**src/rtl/dma_csr_pkg.sv**
```systemverilog
`timescale 1ns/1ps
package dma_csr_pkg;
  localparam int unsigned DW = 32;
  localparam int unsigned N_EV = 4;
  // status positions
  localparam int unsigned ST_BUSY = 4;
  // control positions
  localparam int unsigned C_GIE     = 4;
  localparam int unsigned C_START   = 5;
  localparam int unsigned C_STOP    = 6;
  localparam int unsigned C_IE_CNT  = 7;
  localparam int unsigned C_THR_LO  = 8;
  localparam int unsigned C_THR_HI  = 15;
  localparam int unsigned C_SRST    = 16;
  localparam int unsigned C_OWN     = 17;
  localparam int unsigned C_POLL    = 18;
  localparam int unsigned C_GAP_LO  = 19;
  localparam int unsigned C_GAP_HI  = 26;
  localparam int unsigned C_CLR     = 31;
  localparam int unsigned THR_W = C_THR_HI - C_THR_LO + 1;
  localparam int unsigned GAP_W = C_GAP_HI - C_GAP_LO + 1;
  // bits kept in the control register: 26:17 and 15:0
  localparam logic [DW-1:0] CTL_STORE_MASK = 32'h07FE_FFFF;
  typedef enum logic [1:0] {SEL_STAT, SEL_CTL, SEL_PTR, SEL_NONE} reg_sel_e;
endpackage

```
**src/rtl/dma_csr_ctl.sv**
```systemverilog
`timescale 1ns/1ps
module dma_csr_ctl
  import dma_csr_pkg::*;
(
  input  logic          clk,
  input  logic          rst_n,
  input  logic          ctl_wr,
  input  logic          ptr_wr,
  input  logic [DW-1:0] wdata,
  output logic [DW-1:0] ctl_q,
  output logic [DW-1:0] ptr_q,
  output logic          start_o,
  output logic          srst_o,
  output logic          clr_req,
  output logic          srst_req
);
  logic [DW-1:0] ctl_d, ptr_d;
  logic          start_d, srst_d, start_req, ctl_en, ptr_en;

  always_comb begin
    srst_req  = ctl_wr && wdata[C_SRST];
    clr_req   = ctl_wr && wdata[C_CLR] && !srst_req;
    start_req = ctl_wr && wdata[C_START] && !srst_req;
    ctl_en    = ctl_wr;
    ptr_en    = ptr_wr || srst_req;
    ctl_d     = srst_req ? '0 : (wdata & CTL_STORE_MASK);
    ptr_d     = srst_req ? '0 : wdata;
    start_d   = start_req;
    srst_d    = srst_req;
  end

  always_ff @(posedge clk or negedge rst_n) begin
    if (!rst_n) begin
      ctl_q <= '0;
    end else if (ctl_en) begin
      ctl_q <= ctl_d;
    end
  end

  always_ff @(posedge clk or negedge rst_n) begin
    if (!rst_n) begin
      ptr_q <= '0;
    end else if (ptr_en) begin
      ptr_q <= ptr_d;
    end
  end

  always_ff @(posedge clk or negedge rst_n) begin
    if (!rst_n) begin
      start_o <= 1'b0;
      srst_o  <= 1'b0;
    end else begin
      start_o <= start_d;
      srst_o  <= srst_d;
    end
  end

  assert_srst_R11: assert property (@(posedge clk) disable iff (!rst_n)
    srst_req |=> (srst_o && ctl_q == '0 && ptr_q == '0));

  assert_start_pulse_R8: assert property (@(posedge clk) disable iff (!rst_n)
    start_o |-> $past(ctl_wr && wdata[C_START]));

  assert_start_once_R8: assert property (@(posedge clk) disable iff (!rst_n)
    start_o && !$past(ctl_wr) |=> !start_o);
endmodule

```
**src/rtl/dma_csr_evt.sv**
```systemverilog
`timescale 1ns/1ps
module dma_csr_evt
  import dma_csr_pkg::*;
(
  input  logic             clk,
  input  logic             rst_n,
  input  logic [N_EV-1:0]  ev_i,
  input  logic             clr_i,
  input  logic             srst_i,
  input  logic [THR_W-1:0] thr_i,
  output logic [N_EV-1:0]  sticky_q,
  output logic             hit_q
);
  localparam int unsigned DESC_IDX = 2;
  localparam logic [THR_W-1:0] CNT_MAX = '1;

  logic [N_EV-1:0]  sticky_d;
  logic [THR_W-1:0] cnt_q, cnt_d, cnt_base, cnt_inc;
  logic             hit_d, hit_new, upd_en, desc_ev;

  always_comb begin
    desc_ev  = ev_i[DESC_IDX];
    upd_en   = srst_i || clr_i || (|ev_i);
    cnt_base = clr_i ? '0 : cnt_q;
    cnt_inc  = (cnt_base == CNT_MAX) ? cnt_base : cnt_base + 1'b1;
    hit_new  = desc_ev && (thr_i != '0) && (cnt_inc >= thr_i);
    if (srst_i) begin
      sticky_d = '0;
      cnt_d    = '0;
      hit_d    = 1'b0;
    end else begin
      sticky_d = (clr_i ? '0 : sticky_q) | ev_i;
      cnt_d    = desc_ev ? cnt_inc : cnt_base;
      hit_d    = (clr_i ? 1'b0 : hit_q) | hit_new;
    end
  end

  always_ff @(posedge clk or negedge rst_n) begin
    if (!rst_n) begin
      sticky_q <= '0;
      cnt_q    <= '0;
      hit_q    <= 1'b0;
    end else if (upd_en) begin
      sticky_q <= sticky_d;
      cnt_q    <= cnt_d;
      hit_q    <= hit_d;
    end
  end

  for (genvar g = 0; g < N_EV; g++) begin : g_chk
    assert_sticky_set_R3: assert property (@(posedge clk) disable iff (!rst_n)
      ev_i[g] && !srst_i |=> sticky_q[g]);
  end

  assert_clear_R7: assert property (@(posedge clk) disable iff (!rst_n)
    clr_i && !(|ev_i) |=> (sticky_q == '0 && !hit_q));

  assert_thr_zero_R6: assert property (@(posedge clk) disable iff (!rst_n)
    $rose(hit_q) |-> $past(thr_i) != '0);
endmodule

```
**src/rtl/dma_csr_gate.sv**
```systemverilog
`timescale 1ns/1ps
module dma_csr_gate
  import dma_csr_pkg::*;
(
  input  logic [N_EV-1:0] sticky_i,
  input  logic [N_EV-1:0] ev_en_i,
  input  logic            hit_i,
  input  logic            cnt_en_i,
  input  logic            gie_i,
  output logic            irq_o
);
  localparam int unsigned N_CAUSE = N_EV + 1;
  logic [N_CAUSE-1:0] cause;

  for (genvar g = 0; g < N_EV; g++) begin : g_cause
    assign cause[g] = sticky_i[g] & ev_en_i[g];
  end
  assign cause[N_EV] = hit_i & cnt_en_i;

  assign irq_o = gie_i & (|cause);
endmodule

```
**src/rtl/dma_csr_irq.sv**
```systemverilog
`timescale 1ns/1ps
module dma_csr_irq
  import dma_csr_pkg::*;
#(
  parameter int unsigned ADDR_W = 6,
  parameter logic [ADDR_W-1:0] STAT_OFS = 6'h00,
  parameter logic [ADDR_W-1:0] CTL_OFS  = 6'h10,
  parameter logic [ADDR_W-1:0] PTR_OFS  = 6'h20
) (
  input  logic              clk,
  input  logic              rst_n,
  input  logic              bus_wr,
  input  logic [ADDR_W-1:0] bus_addr,
  input  logic [DW-1:0]     bus_wdata,
  output logic [DW-1:0]     bus_rdata,
  input  logic              ev_err_i,
  input  logic              ev_eop_i,
  input  logic              ev_desc_i,
  input  logic              ev_chain_i,
  input  logic              busy_i,
  output logic              irq_o,
  output logic              start_o,
  output logic              soft_rst_o,
  output logic              stop_on_err_o,
  output logic              own_clr_o,
  output logic              poll_en_o,
  output logic [GAP_W-1:0]  poll_gap_o,
  output logic [DW-1:0]     next_desc_o
);
  localparam int unsigned ST_PAD = DW - N_EV - 1;

  reg_sel_e        sel;
  logic [DW-1:0]   ctl_q, ptr_q;
  logic [N_EV-1:0] ev_vec, sticky;
  logic            hit, clr_req, srst_req;

  always_comb begin
    if (bus_addr == STAT_OFS)     sel = SEL_STAT;
    else if (bus_addr == CTL_OFS) sel = SEL_CTL;
    else if (bus_addr == PTR_OFS) sel = SEL_PTR;
    else                          sel = SEL_NONE;
  end

  assign ev_vec = {ev_chain_i, ev_desc_i, ev_eop_i, ev_err_i};

  dma_csr_ctl u_ctl (
    .clk      (clk),
    .rst_n    (rst_n),
    .ctl_wr   (bus_wr && sel == SEL_CTL),
    .ptr_wr   (bus_wr && sel == SEL_PTR),
    .wdata    (bus_wdata),
    .ctl_q    (ctl_q),
    .ptr_q    (ptr_q),
    .start_o  (start_o),
    .srst_o   (soft_rst_o),
    .clr_req  (clr_req),
    .srst_req (srst_req)
  );

  dma_csr_evt u_evt (
    .clk      (clk),
    .rst_n    (rst_n),
    .ev_i     (ev_vec),
    .clr_i    (clr_req),
    .srst_i   (srst_req),
    .thr_i    (ctl_q[C_THR_HI:C_THR_LO]),
    .sticky_q (sticky),
    .hit_q    (hit)
  );

  dma_csr_gate u_gate (
    .sticky_i (sticky),
    .ev_en_i  (ctl_q[N_EV-1:0]),
    .hit_i    (hit),
    .cnt_en_i (ctl_q[C_IE_CNT]),
    .gie_i    (ctl_q[C_GIE]),
    .irq_o    (irq_o)
  );

  always_comb begin
    unique case (sel)
      SEL_STAT: bus_rdata = {{ST_PAD{1'b0}}, busy_i, sticky};
      SEL_CTL:  bus_rdata = ctl_q;
      SEL_PTR:  bus_rdata = ptr_q;
      default:  bus_rdata = '0;
    endcase
  end

  assign stop_on_err_o = ctl_q[C_STOP];
  assign own_clr_o     = ctl_q[C_OWN];
  assign poll_en_o     = ctl_q[C_POLL];
  assign poll_gap_o    = ctl_q[C_GAP_HI:C_GAP_LO];
  assign next_desc_o   = ptr_q;

  assert_gie_gate_R5: assert property (@(posedge clk) disable iff (!rst_n)
    bus_wr && sel == SEL_CTL && !bus_wdata[C_GIE] |=> !irq_o);

  assert_clr_irq_R7: assert property (@(posedge clk) disable iff (!rst_n)
    clr_req && !(|ev_vec) |=> !irq_o);

  assert_stat_pad_R2: assert property (@(posedge clk) disable iff (!rst_n)
    sel == SEL_STAT |-> bus_rdata[DW-1:ST_BUSY+1] == '0);
endmodule

```
**config.mk**
```make
export PLATFORM = sky130hd
export DESIGN_NAME = dma_csr_irq
export DESIGN_NICKNAME = d
export VERILOG_FILES = /design/src/rtl/dma_csr_pkg.sv /design/src/rtl/dma_csr_ctl.sv /design/src/rtl/dma_csr_evt.sv /design/src/rtl/dma_csr_gate.sv /design/src/rtl/dma_csr_irq.sv
export SDC_FILE = /design/constraint.sdc
export NUM_CORES = 1
export LEC_CHECK = 0
export BUFFER_PORTS_ARGS = -buffer_cell sky130_fd_sc_hd__buf_2
export CORE_AREA = 2 2 96 98
export DETAILED_ROUTE_END_ITERATION = 10
export DIE_AREA = 0 0 98 100
export PLACE_DENSITY = 0.77
export SETUP_SLACK_MARGIN = 0.2
export SLEW_MARGIN = 20
export SYNTH_ARGS = -nofsm -noshare
export SYNTH_HDL_FRONTEND = slang
export SYNTH_HIERARCHICAL = 1
export SYNTH_SLANG_ARGS = --single-unit
```
**constraint.sdc**
```tcl
create_clock -name clk -period 2.49 [get_ports clk]
set_clock_uncertainty 0.05 [all_clocks]
set_input_delay 0 -clock clk [delete_from_list [all_inputs] [get_ports clk]]
set_output_delay 0 -clock clk [all_outputs]
set_load 0.02 [all_outputs]
```
==> impl_metrics.json, run 1 <==
{
  "status": "finished, violations left",
  "violations": "setup timing",
  "fin_nets": 597,
  "crit_chain": "buf_6, or4_4, nor3b_4, and2_4, nor2b_4, and2_4, inv_4, nand2_4, inv_2, ha_4, and4b_1, a21o_1, o21ai_1, a21oi_1, ha_1, a211oi_2, nor2_1, a211oi_2, o31ai_1",
  "ir_drop_v": 0.0003817,
  "netlist.area_leader.share": 0.4519,
  "synth_fa_ha_area_frac": 0.02786,
  "seq_area_frac_synth": 0.4519,
  "fin_ws_ns": -0.4633,
  "p_leak_nw": 2.673,
  "row_count": 35,
  "postSynthAreaPerCell_um2": 11.32,
  "ant_nets": 0,
  "hold_violations": 0,
  "synthTopCellsByArea": "dfrtp_1 45%, mux2i_1 8.4%, a22o_2 6.7%",
  "die_height_um": 100,
  "cts_tree": "built",
  "finalCritPeriodShare": 1.186,
  "cts-root-buf": "clkbuf_8",
  "synth_cell_types": 47,
  "drcViolationCount": 0,
  "drt_iter0_markers": 166,
  "cts_buffer_depth": 2,
  "dr.pass1.iters": 4,
  "crit_buf_inv": 3,
  "area_delta_synth_final_pct": 36.37,
  "rsz0062_at_grt": "true",
  "setup_viol": 5,
  "overflow": 0,
  "ys_warn_count": 6,
  "grt.total_usage": 0.2209,
  "max_stage_delay_ns": 0.55,
  "clk_pin_slew_ns": 0.07,
  "synth.most_common_cell": "dfrtp_1",
  "fmax_mhz": 338.6,
  "synth_edf_count": 0,
  "syn_inst": 357,
  "power_mw": 3.721,
  "synth_xor_area_frac": 0.01300,
  "power_density_nw_per_um2": 674.9,
  "grt_pass1_vias": 3629,
  "dieArea_um2": 9800,
  "synth_top_family_by_area": "compound AO/OA/AOI/OAI gates",
  "synth_compound_area_frac": 0.1947,
  "multi_input_area_um2": 1993,
  "place_ws_ns": -0.7844,
  "start_util": 0.4548,
  "start_kind": "primary input",
  "cp_slowest_cell": "or4_4",
  "gp_congestion": 0.9058,
  "maxCapViolCount": 0,
  "clk_latency_ns": 0.34,
  "fin_crit_ns": 2.953,
  "grt_pass1_wl_mm": 17.51,
  "end_kind": "flip-flop",
  "antenna_found_initial": 0,
  "async_flop_share": 1.000,
  "critical-path-top-delay-family": "simple AND/OR/NAND/NOR gates",
  "drive_gt1_frac": 0.4872,
  "path_max_fanout": 3,
  "slew-limit-headroom": 0.3553,
  "antennaDiodeCount": 0,
  "ys.flop_type": "dfrtp_1",
  "muxShareOfSynthArea": 0.08697,
  "vias_per_cell": 5.346,
  "seq_area_um2": 1827,
  "io_pins": 124,
  "cts-htree-levels": 3,
  "dp_hpwl_mm": 6.964,
  "min_path_type": "primary input to flip-flop",
  "routed_wl_mm": 10.72,
  "vias": 3512,
  "maxSlewViolCount": 0,
  "tightest_slew_ns": 0.9659,
  "synth-simple-area-share": 0.1448,
  "syn-cell-area_um2": 4043,
  "grt_max_degree": 38,
  "required_ns": 2.66,
  "cts_sinks": 73,
  "hold_slack_ns": 0.02983,
  "ys_ff_latch": 73,
  "fillers": 710,
  "coreArea_um2": 8890,
  "wl_per_cell_um": 16.31,
  "crit_type": "primary input to flip-flop",
  "cts_buffers": 9,
  "ys_top_cells_by_count": "73 x dfrtp_1, 34 x mux2i_1, 29 x nor2_2",
  "fp.dieW_um": 98,
  "crit_arrival_ns": 3.12,
  "numPortBuffers": 123,
  "yosysTopAreaCell": "dfrtp_1"
}
[worst paths after layout]
path | to | startpoint | cells after the start | slack (ns)
worst max-delay path | u_evt/hit_q | bus_addr[1] | 19 | -0.46
max in group asynchronous | u_evt/sticky_q[3] | rst_n | 3 | 1.45
worst max register to register | u_evt/cnt_q[1] | u_evt/cnt_q[1] | 16 | -0.36
min in group asynchronous | u_ctl/ptr_q[23] | rst_n | 2 | 0.25
worst min-delay path | u_evt/cnt_q[6] | ev_desc_i | 2 | 0.03
worst min register to register | u_ctl/ctl_q[5] | u_ctl/ctl_q[5] | 1 | 0.48
[final cells by class]
type,count,share of cell area
Timing Repair Buffer,200,0.2406
Inverter,11,0.007944
Multi-Input combinational cell,247,0.3616
Clock buffer,10,0.02315
Tap cell,111,0.02519
Sequential cell,73,0.3314
Clock inverter,5,0.01021
[per-stage QoR]
stage,utilization,TNS [ns],cells,instance area [um^2]
after floorplan,-,-4.683,362,4098
final,0.6201,-1.699,657,5513
after CTS,0.6152,-1.335,654,5469
after global placement,0.5405,-0.8730,593,4805
after detailed placement,0.5405,-1.006,593,4805
after global routing,0.6201,-2.256,657,5513
[timing repair]
action	in CTS	in global routing
endpoints found under the hold margin	97	0
setup endpoints to repair	2	7
setup buffers	11	3
resized for setup	12	5
hold buffers	35	0
pin swaps	17	13
[registers in the layout, indices dropped and copies added (netlist names)]
name and flops:
u_ctl/ctl_q 26, u_ctl/ptr_q 32, u_ctl/srst_o 1, u_ctl/start_o 1
u_evt/cnt_q 8, u_evt/hit_q 1, u_evt/sticky_q 4
[layer usage]
metal | share of wire | GRT usage | vias to the layer above
li1 | - | - | 1659
met1 | 0.44 | 0.2906 | 1733
met2 | 0.50 | 0.3720 | 106
met3 | 0.043 | 0.03760 | 14
met4 | 0.014 | 0.07692 | 0
met5 | 0 | 0 | -
[where the power goes]
| part | switching (mW) | internal (mW) | leakage (nW) |
|---|---|---|---|
| clock network | 0.433 | 0.458 | 0.0925 |
| logic | 0.667 | 0.645 | 1.63 |
| registers | 0.173 | 1.34 | 0.951 |
| total | 1.27 | 2.45 | 2.67 |
[cells in the final DEF, fill, tap and decap left out, types with 6 or more instances in the layout]
| master | n |
|---|---|
| a211oi_1 | 10 |
| a21oi_1 | 10 |
| a22o_1 | 26 |
| a22o_2 | 27 |
| buf_2 | 121 |
| buf_4 | 38 |
| clkbuf_8 | 9 |
| conb_1 | 6 |
| dfrtp_1 | 73 |
| dlygate4sd3_1 | 35 |
| ha_1 | 6 |
| inv_1 | 9 |
| mux2i_1 | 34 |
| nand2b_1 | 6 |
| nor2_1 | 21 |
| nor2_2 | 29 |
| nor2b_1 | 7 |
[logic make-up after synthesis]
| group | after synthesis |
|---|---|
| AOI/OAI and AO/OA | 95 |
| xor gates and xnor gates | 6 |
| adders and majority gates | 9 |
| buffers and inverters | 42 |
| DFF | 73 |
| muxes | 35 |
| other | 1 |
| and+or+nand+nor | 96 |
Power figures use the tool's default switching activity.
==> run 2, diff against run 1 <==
--- a/config.mk
+++ b/config.mk
@@ -8,5 +8,5 @@
 export BUFFER_PORTS_ARGS = -buffer_cell sky130_fd_sc_hd__buf_2
-export CORE_AREA = 2 2 96 98
+export CORE_AREA = 3 3 97 99
 export DETAILED_ROUTE_END_ITERATION = 10
-export DIE_AREA = 0 0 98 100
+export DIE_AREA = 0 0 100 102
 export PLACE_DENSITY = 0.77
==> constraint.sdc (replaced) <==
create_clock -name clk -period 2.49 [get_ports clk]
set_clock_uncertainty 0.05 [all_clocks]
set_input_delay 0.498 -clock clk [delete_from_list [all_inputs] [get_ports clk]]
set_output_delay 0.498 -clock clk [all_outputs]
set_load 0.02 [all_outputs]
==> run 2 against run 1 <==
  * The flow still finishes with violations (setup timing)
  * Via count grew 5.0%
  * Fmax shrank 15%
  * Register-to-register slack gained 0.07 ns
  * Sequential power grew 3%
  * Critical endpoint unchanged
  * Largest cell class unchanged
==> impl_metrics.json, run 2 (synthesis results as in run 1) <==
{
  "rr_startpoint": "u_evt/cnt_q[1]",
  "cts-root-buf": "clkbuf_8",
  "tightest_slew_ns": 0.6191,
  "slew-limit-headroom": 0.5872,
  "stdcell_area_um2": 6264,
  "crit_arrival_ns": 3.64,
  "finish.utilization": 0.7253,
  "final_common_cell": "buf_2",
  "grt_max_degree": 48,
  "fin_ws_ns": -0.9764,
  "ff2ff_setup_slack_ns": -0.29,
  "top_register": "u_ctl/ptr_q",
  "ant_nets": 0,
  "row_count": 34,
  "drive_gt1_frac": 0.5947,
  "status": "finished, violations left",
  "largest_reg_flops": 32,
  "critical-path-top-delay-family": "simple AND/OR/NAND/NOR gates",
  "power_density_nw_per_um2": 644.2,
  "fin_nets": 584,
  "multi_input_area_um2": 2429,
  "clk_latency_ns": 0.34,
  "place_area_um2": 4967,
  "gp_congestion": 0.8745,
  "largestRegisters": "u_ctl/ptr_q (32), u_ctl/ctl_q (26), u_evt/cnt_q (8)",
  "end_kind": "flip-flop",
  "overflow": 0,
  "p_leak_nw": 2.955,
  "vias_per_cell": 5.750,
  "seq_area_um2": 1827,
  "crit_buf_inv": 5,
  "cts-htree-levels": 3,
  "final_cells": 641,
  "r2r_cells": 11,
  "fmax_mhz": 288.5,
  "area_delta_synth_final_pct": 54.94,
  "min_path_type": "primary input to async pin",
  "fin_crit_ns": 3.466,
  "grt.total_usage": 0.2462,
  "crit_chain": "buf_6, or4_4, nor3b_4, and2_4, nor2b_4, and2_4, inv_4, nand2_4, inv_2, ha_4, buf_4, nand4_1, nor3_1, buf_4, xnor2_1, ha_1, nor2b_1, o21ai_1, a211oi_2, o31ai_1",
  "maxSlewViolCount": 0,
  "antenna_found_initial": 0,
  "die_height_um": 102,
  "clk_pin_slew_ns": 0.09,
  "r2r_end": "u_evt/hit_q",
  "finalCritPeriodShare": 1.392,
  "fillers": 547,
  "violations": "setup timing",
  "dr.pass1.iters": 5,
  "dp_hpwl_mm": 7.636,
  "wl_per_cell_um": 20.83,
  "routed_wl_mm": 13.35,
  "required_ns": 2.67,
  "rsz0062_at_grt": "true",
  "drt_iter0_markers": 222,
  "antennaDiodeCount": 0,
  "cts_buffers": 9,
  "fp.dieW_um": 100,
  "start_kind": "primary input",
  "grt_pass1_vias": 3659,
  "numPortBuffers": 123,
  "drcViolationCount": 0,
  "maxCapViolCount": 0,
  "cp_slowest_cell": "or4_4",
  "max_stage_delay_ns": 0.55,
  "grt_pass1_wl_mm": 19.42,
  "dieArea_um2": 10200,
  "hold_violations": 0,
  "cts_buffer_depth": 2,
  "vias": 3686,
  "path_max_fanout": 7,
  "start_util": 0.4681,
  "setup_viol": 72,
  "cts_sinks": 73,
  "crit_type": "primary input to flip-flop",
  "hold_slack_ns": 0.1244,
  "ir_drop_v": 0.0004534,
  "most-common-layout-cells": "89 x buf_2, 73 x dfrtp_1, 45 x buf_6",
  "finalSetupTns_ns": -20.11,
  "io_pins": 124,
  "coreArea_um2": 8636,
  "cts_tree": "built",
  "dp.cells": 595
}
==> run 2: cell types whose count changed in the layout (fill, tap and decap cells not counted), moves of 7 or more <==
cell	before	now
dlygate4sd3_1	35	0
buf_12	2	9
mux2i_1	34	10
buf_2	121	89
mux2i_2	0	7
mux2i_4	0	17
buf_6	4	45
a22o_2	27	6
a22o_4	0	21
==> run 2: metrics by stage <==
| step | setup WS (ns) | total power [mW] |
|---|---|---|
| floorplan | -1.845 | 2.249 |
| global placement | -1.198 | 2.581 |
| detailed placement | -1.306 | 2.637 |
| CTS | -0.8775 | 3.798 |
| global route | -1.036 | 4.246 |
| finish | -0.9764 | 4.035 |
==> run 2: worst max-delay path by stage <==
stage,slack [ns],end,depth (start not counted),from
6_report,-0.98,u_evt/hit_q,20,bus_addr[1]
5_1_grt,-1.04,u_evt/hit_q,19,bus_addr[1]
4_1_cts,-0.88,u_evt/hit_q,19,bus_addr[1]
3_5_place_dp,-1.31,u_evt/hit_q,19,bus_addr[1]
3_3_place_gp,-1.20,u_evt/hit_q,19,bus_addr[1]
2_1_floorplan,-1.84,u_evt/hit_q,23,bus_addr[1]
==> run 2: cell type report <==
class | instances | share of cell area
clock inverters | 6 | 0.01718
well taps | 108 | 0.02157
inverters | 11 | 0.006992
multi-input cells | 247 | 0.3877
repair buffers | 187 | 0.2551
clock buffers | 9 | 0.01978
flip-flops and latches | 73 | 0.2916
==> run 2: what timing repair did <==
action / in CTS / in global routing
gates cloned: 5 / 2
buffers inserted: 15 / 9
setup endpoints to repair: 40 / 73
hold buffers: 0 / 0
pin swaps: 6 / 16
gates resized for setup: 91 / 65
==> run 2: routing by layer <==
layer  routed length, um  part of all wire  global-route usage
met2                6864              0.51              0.4177
met3                 863             0.065             0.05461
met1                5296              0.40              0.3117
met4                 326             0.024             0.08912
met5                   0                 0                   0
==> run 2: where the power goes <==
group / internal (mW) / switching (mW) / total, mW
registers: 1.34 / 0.220 / 1.56
logic: 0.656 / 0.705 / 1.36
clock network: 0.657 / 0.453 / 1.11
total: 2.66 / 1.38 / 4.04
==> run 3, diff against run 2 <==
CORE_AREA = 3 3 93 95   (was 3 3 97 99)
DIE_AREA = 0 0 96 98   (was 0 0 100 102)
GPL_TIMING_DRIVEN = 0   (was default)
PLACE_DENSITY = 0.8   (was 0.77)
clock period = 3.7 ns   (was 2.49 ns; I/O delays follow)
==> run 3 against run 2 <==
  * The flow still finishes with violations (setup timing)
  * Cell count down 2.0%
  * Sequential cell count unchanged
  * Core utilization down 4.1 points
  * Global-route usage down 0.37 points
  * Register-to-register slack better by 1.3 ns
  * Final area down 15%
  * Worst setup slack better by 0.47 ns
  * Via count down 6.8%
  * Sequential share of layout area up 5.0 points
  * Non-clock buffer count down 8
  * Critical path type unchanged
  * Largest cell class unchanged
==> impl_metrics.json, run 3 (synthesis results as in run 1) <==
{
  "status": "finished, violations left",
  "violations": "setup timing",
  "top_register": "u_ctl/ptr_q",
  "crit_chain": "buf_6, or4_4, buf_6, nor3b_4, buf_6, and2_4, nor2b_4, buf_6, buf_8, and2_4, buf_8, inv_8, nand2_4, inv_2, ha_4, and4b_1, a21o_1, o21ai_2, a21oi_2, ha_1, a211oi_2, nor2_1, a211oi_2, o31ai_1",
  "dieArea_um2": 9408,
  "largestRegisters": "u_ctl/ptr_q (32), u_ctl/ctl_q (26), u_evt/cnt_q (8)",
  "end_kind": "flip-flop",
  "route.met3.wl_um": 676,
  "wl_per_cell_um": 17.38,
  "wl_met2_mm": 5.458,
  "crit_arrival_ns": 4.36,
  "hold_violations": 0,
  "routedLengthMet1_mm": 4.601,
  "antenna_found_initial": 0,
  "die_height_um": 98,
  "fin_crit_ns": 4.208,
  "cts-root-buf": "clkbuf_8",
  "clk_pin_slew_ns": 0.08,
  "fmax_mhz": 237.7,
  "largest_reg_flops": 32,
  "cts_buffers": 9,
  "numPortBuffers": 123,
  "grt_pass1_wl_mm": 17.82,
  "place_area_um2": 4863,
  "finish.utilization": 0.6846,
  "gp_congestion": 0.8806,
  "row_count": 32,
  "coreArea_um2": 7807,
  "drt_iter0_markers": 162,
  "cts_tree": "built",
  "maxCapViolCount": 0,
  "ant_nets": 0,
  "fillers": 588,
  "cp_common_cell": "buf_6",
  "grt.total_usage": 0.2425,
  "stdcell_area_um2": 5345,
  "fin_ws_ns": -0.5077,
  "grt_pass1_vias": 3563,
  "cp_slowest_cell": "or4_4",
  "top_layer_used": "met4",
  "max_stage_delay_ns": 0.52,
  "crit_type": "primary input to flip-flop",
  "p_leak_nw": 2.628,
  "area_delta_synth_final_pct": 32.22,
  "power_mw": 2.484,
  "antennaDiodeCount": 0,
  "finalCritPeriodShare": 1.137,
  "rsz0062_at_grt": "true",
  "most-common-layout-cells": "121 x buf_2, 73 x dfrtp_1, 36 x buf_4",
  "multi_input_area_um2": 1989,
  "drive_gt1_frac": 0.5209,
  "setup_viol": 2,
  "cts_sinks": 73,
  "drcViolationCount": 0,
  "grt_max_degree": 41,
  "vias_per_cell": 5.470,
  "finalSetupTns_ns": -0.6331,
  "fin_nets": 576,
  "dp_hpwl_mm": 7.705,
  "dr.pass1.iters": 4,
  "routed_wl_mm": 10.91,
  "seq_area_um2": 1827,
  "min_path_type": "primary input to async pin",
  "final_common_cell": "buf_2",
  "vias": 3435,
  "cts-htree-levels": 3,
  "required_ns": 3.85,
  "cts_buffer_depth": 2,
  "clk_latency_ns": 0.34,
  "final_cells": 628,
  "dp.cells": 588,
  "start_util": 0.5178,
  "start_kind": "primary input",
  "ff2ff_setup_slack_ns": 0.97,
  "maxSlewViolCount": 0,
  "overflow": 0,
  "ir_drop_v": 0.0002403,
  "path_max_fanout": 4,
  "fp.dieW_um": 96,
  "io_pins": 124,
  "power_density_nw_per_um2": 464.8
}
## run 3: cell types whose count changed in the layout (fill, tap and decap cells not counted), moves of 3 or more
| cell | before | now |
|---|---|---|
| clkbuf_1 | 0 | 6 |
| buf_6 | 45 | 11 |
| buf_16 | 5 | 0 |
| a22o_2 | 6 | 27 |
| mux2i_4 | 17 | 0 |
| mux2i_1 | 10 | 34 |
| a211oi_1 | 6 | 10 |
| buf_2 | 89 | 121 |
| buf_12 | 9 | 5 |
| a22o_4 | 21 | 0 |
| mux2i_2 | 7 | 0 |
| clkbuf_8 | 9 | 12 |
## run 3: layout make-up
| cell class | instances | share of cell area |
|---|---|---|
| multi-input combinational | 247 | 0.3722 |
| sequential | 73 | 0.3418 |
| timing repair buffer | 148 | 0.1587 |
| buffer | 31 | 0.05548 |
| clock buffer | 14 | 0.03230 |
| tap | 102 | 0.02388 |
| inverter | 11 | 0.009129 |
| clock inverter | 2 | 0.006554 |
## run 3: through the flow
| step | worst slack, ns | hold slack (ns) |
|---|---|---|
| after floorplan | -0.8798 | 0.3944 |
| after global placement | -1.531 | 0.4404 |
| after detailed placement | -1.587 | 0.4469 |
| after CTS | -0.4693 | 0.2920 |
| after global routing | -0.6253 | 0.3191 |
| final | -0.5077 | 0.2873 |
## run 3: where the power goes
group          total, mW  switching [mW]  internal (mW)
clock network      0.648           0.281          0.367
registers           1.01           0.106          0.905
logic              0.825           0.445          0.380
total               2.48           0.832           1.65
## run 3: worst max-delay path: cells and delay by family
kind	cells	cell delay (ns)
and+or+nand+nor	8	1.49
adders and majority gates	2	0.48
buffers and inverters	8	0.76
AOI/OAI and AO/OA	6	0.90
## run 3: path summary, 6_finish.rpt
kind | startpoint | to | depth (start not counted)
worst max-delay path | bus_addr[2] | u_evt/hit_q | 24
worst min-delay path | rst_n | u_ctl/ptr_q[18] | 1
worst max register to register | u_evt/cnt_q[1] | u_evt/hit_q | 10
worst min register to register | u_ctl/ctl_q[5] | u_ctl/ctl_q[5] | 1
max in group asynchronous | rst_n | u_evt/sticky_q[2] | 2
min in group clk | u_ctl/ctl_q[5] | u_ctl/ctl_q[5] | 1
## run 3: per-layer routing
layer	up-vias	track usage
met4	0	0.08972
met5	-	0
met3	13	0.04545
met2	122	0.3930
li1	1614	-
met1	1686	0.3205
## run 3: timing repair
| action | CTS | global route |
|---|---|---|
| endpoints found under the hold margin | 0 | 0 |
| buffers inserted | 15 | 9 |
| hold buffers | 0 | 0 |
| gates resized for setup | 16 | 6 |
| pin swaps | 15 | 12 |
| endpoints found under the setup margin | 9 | 23 |
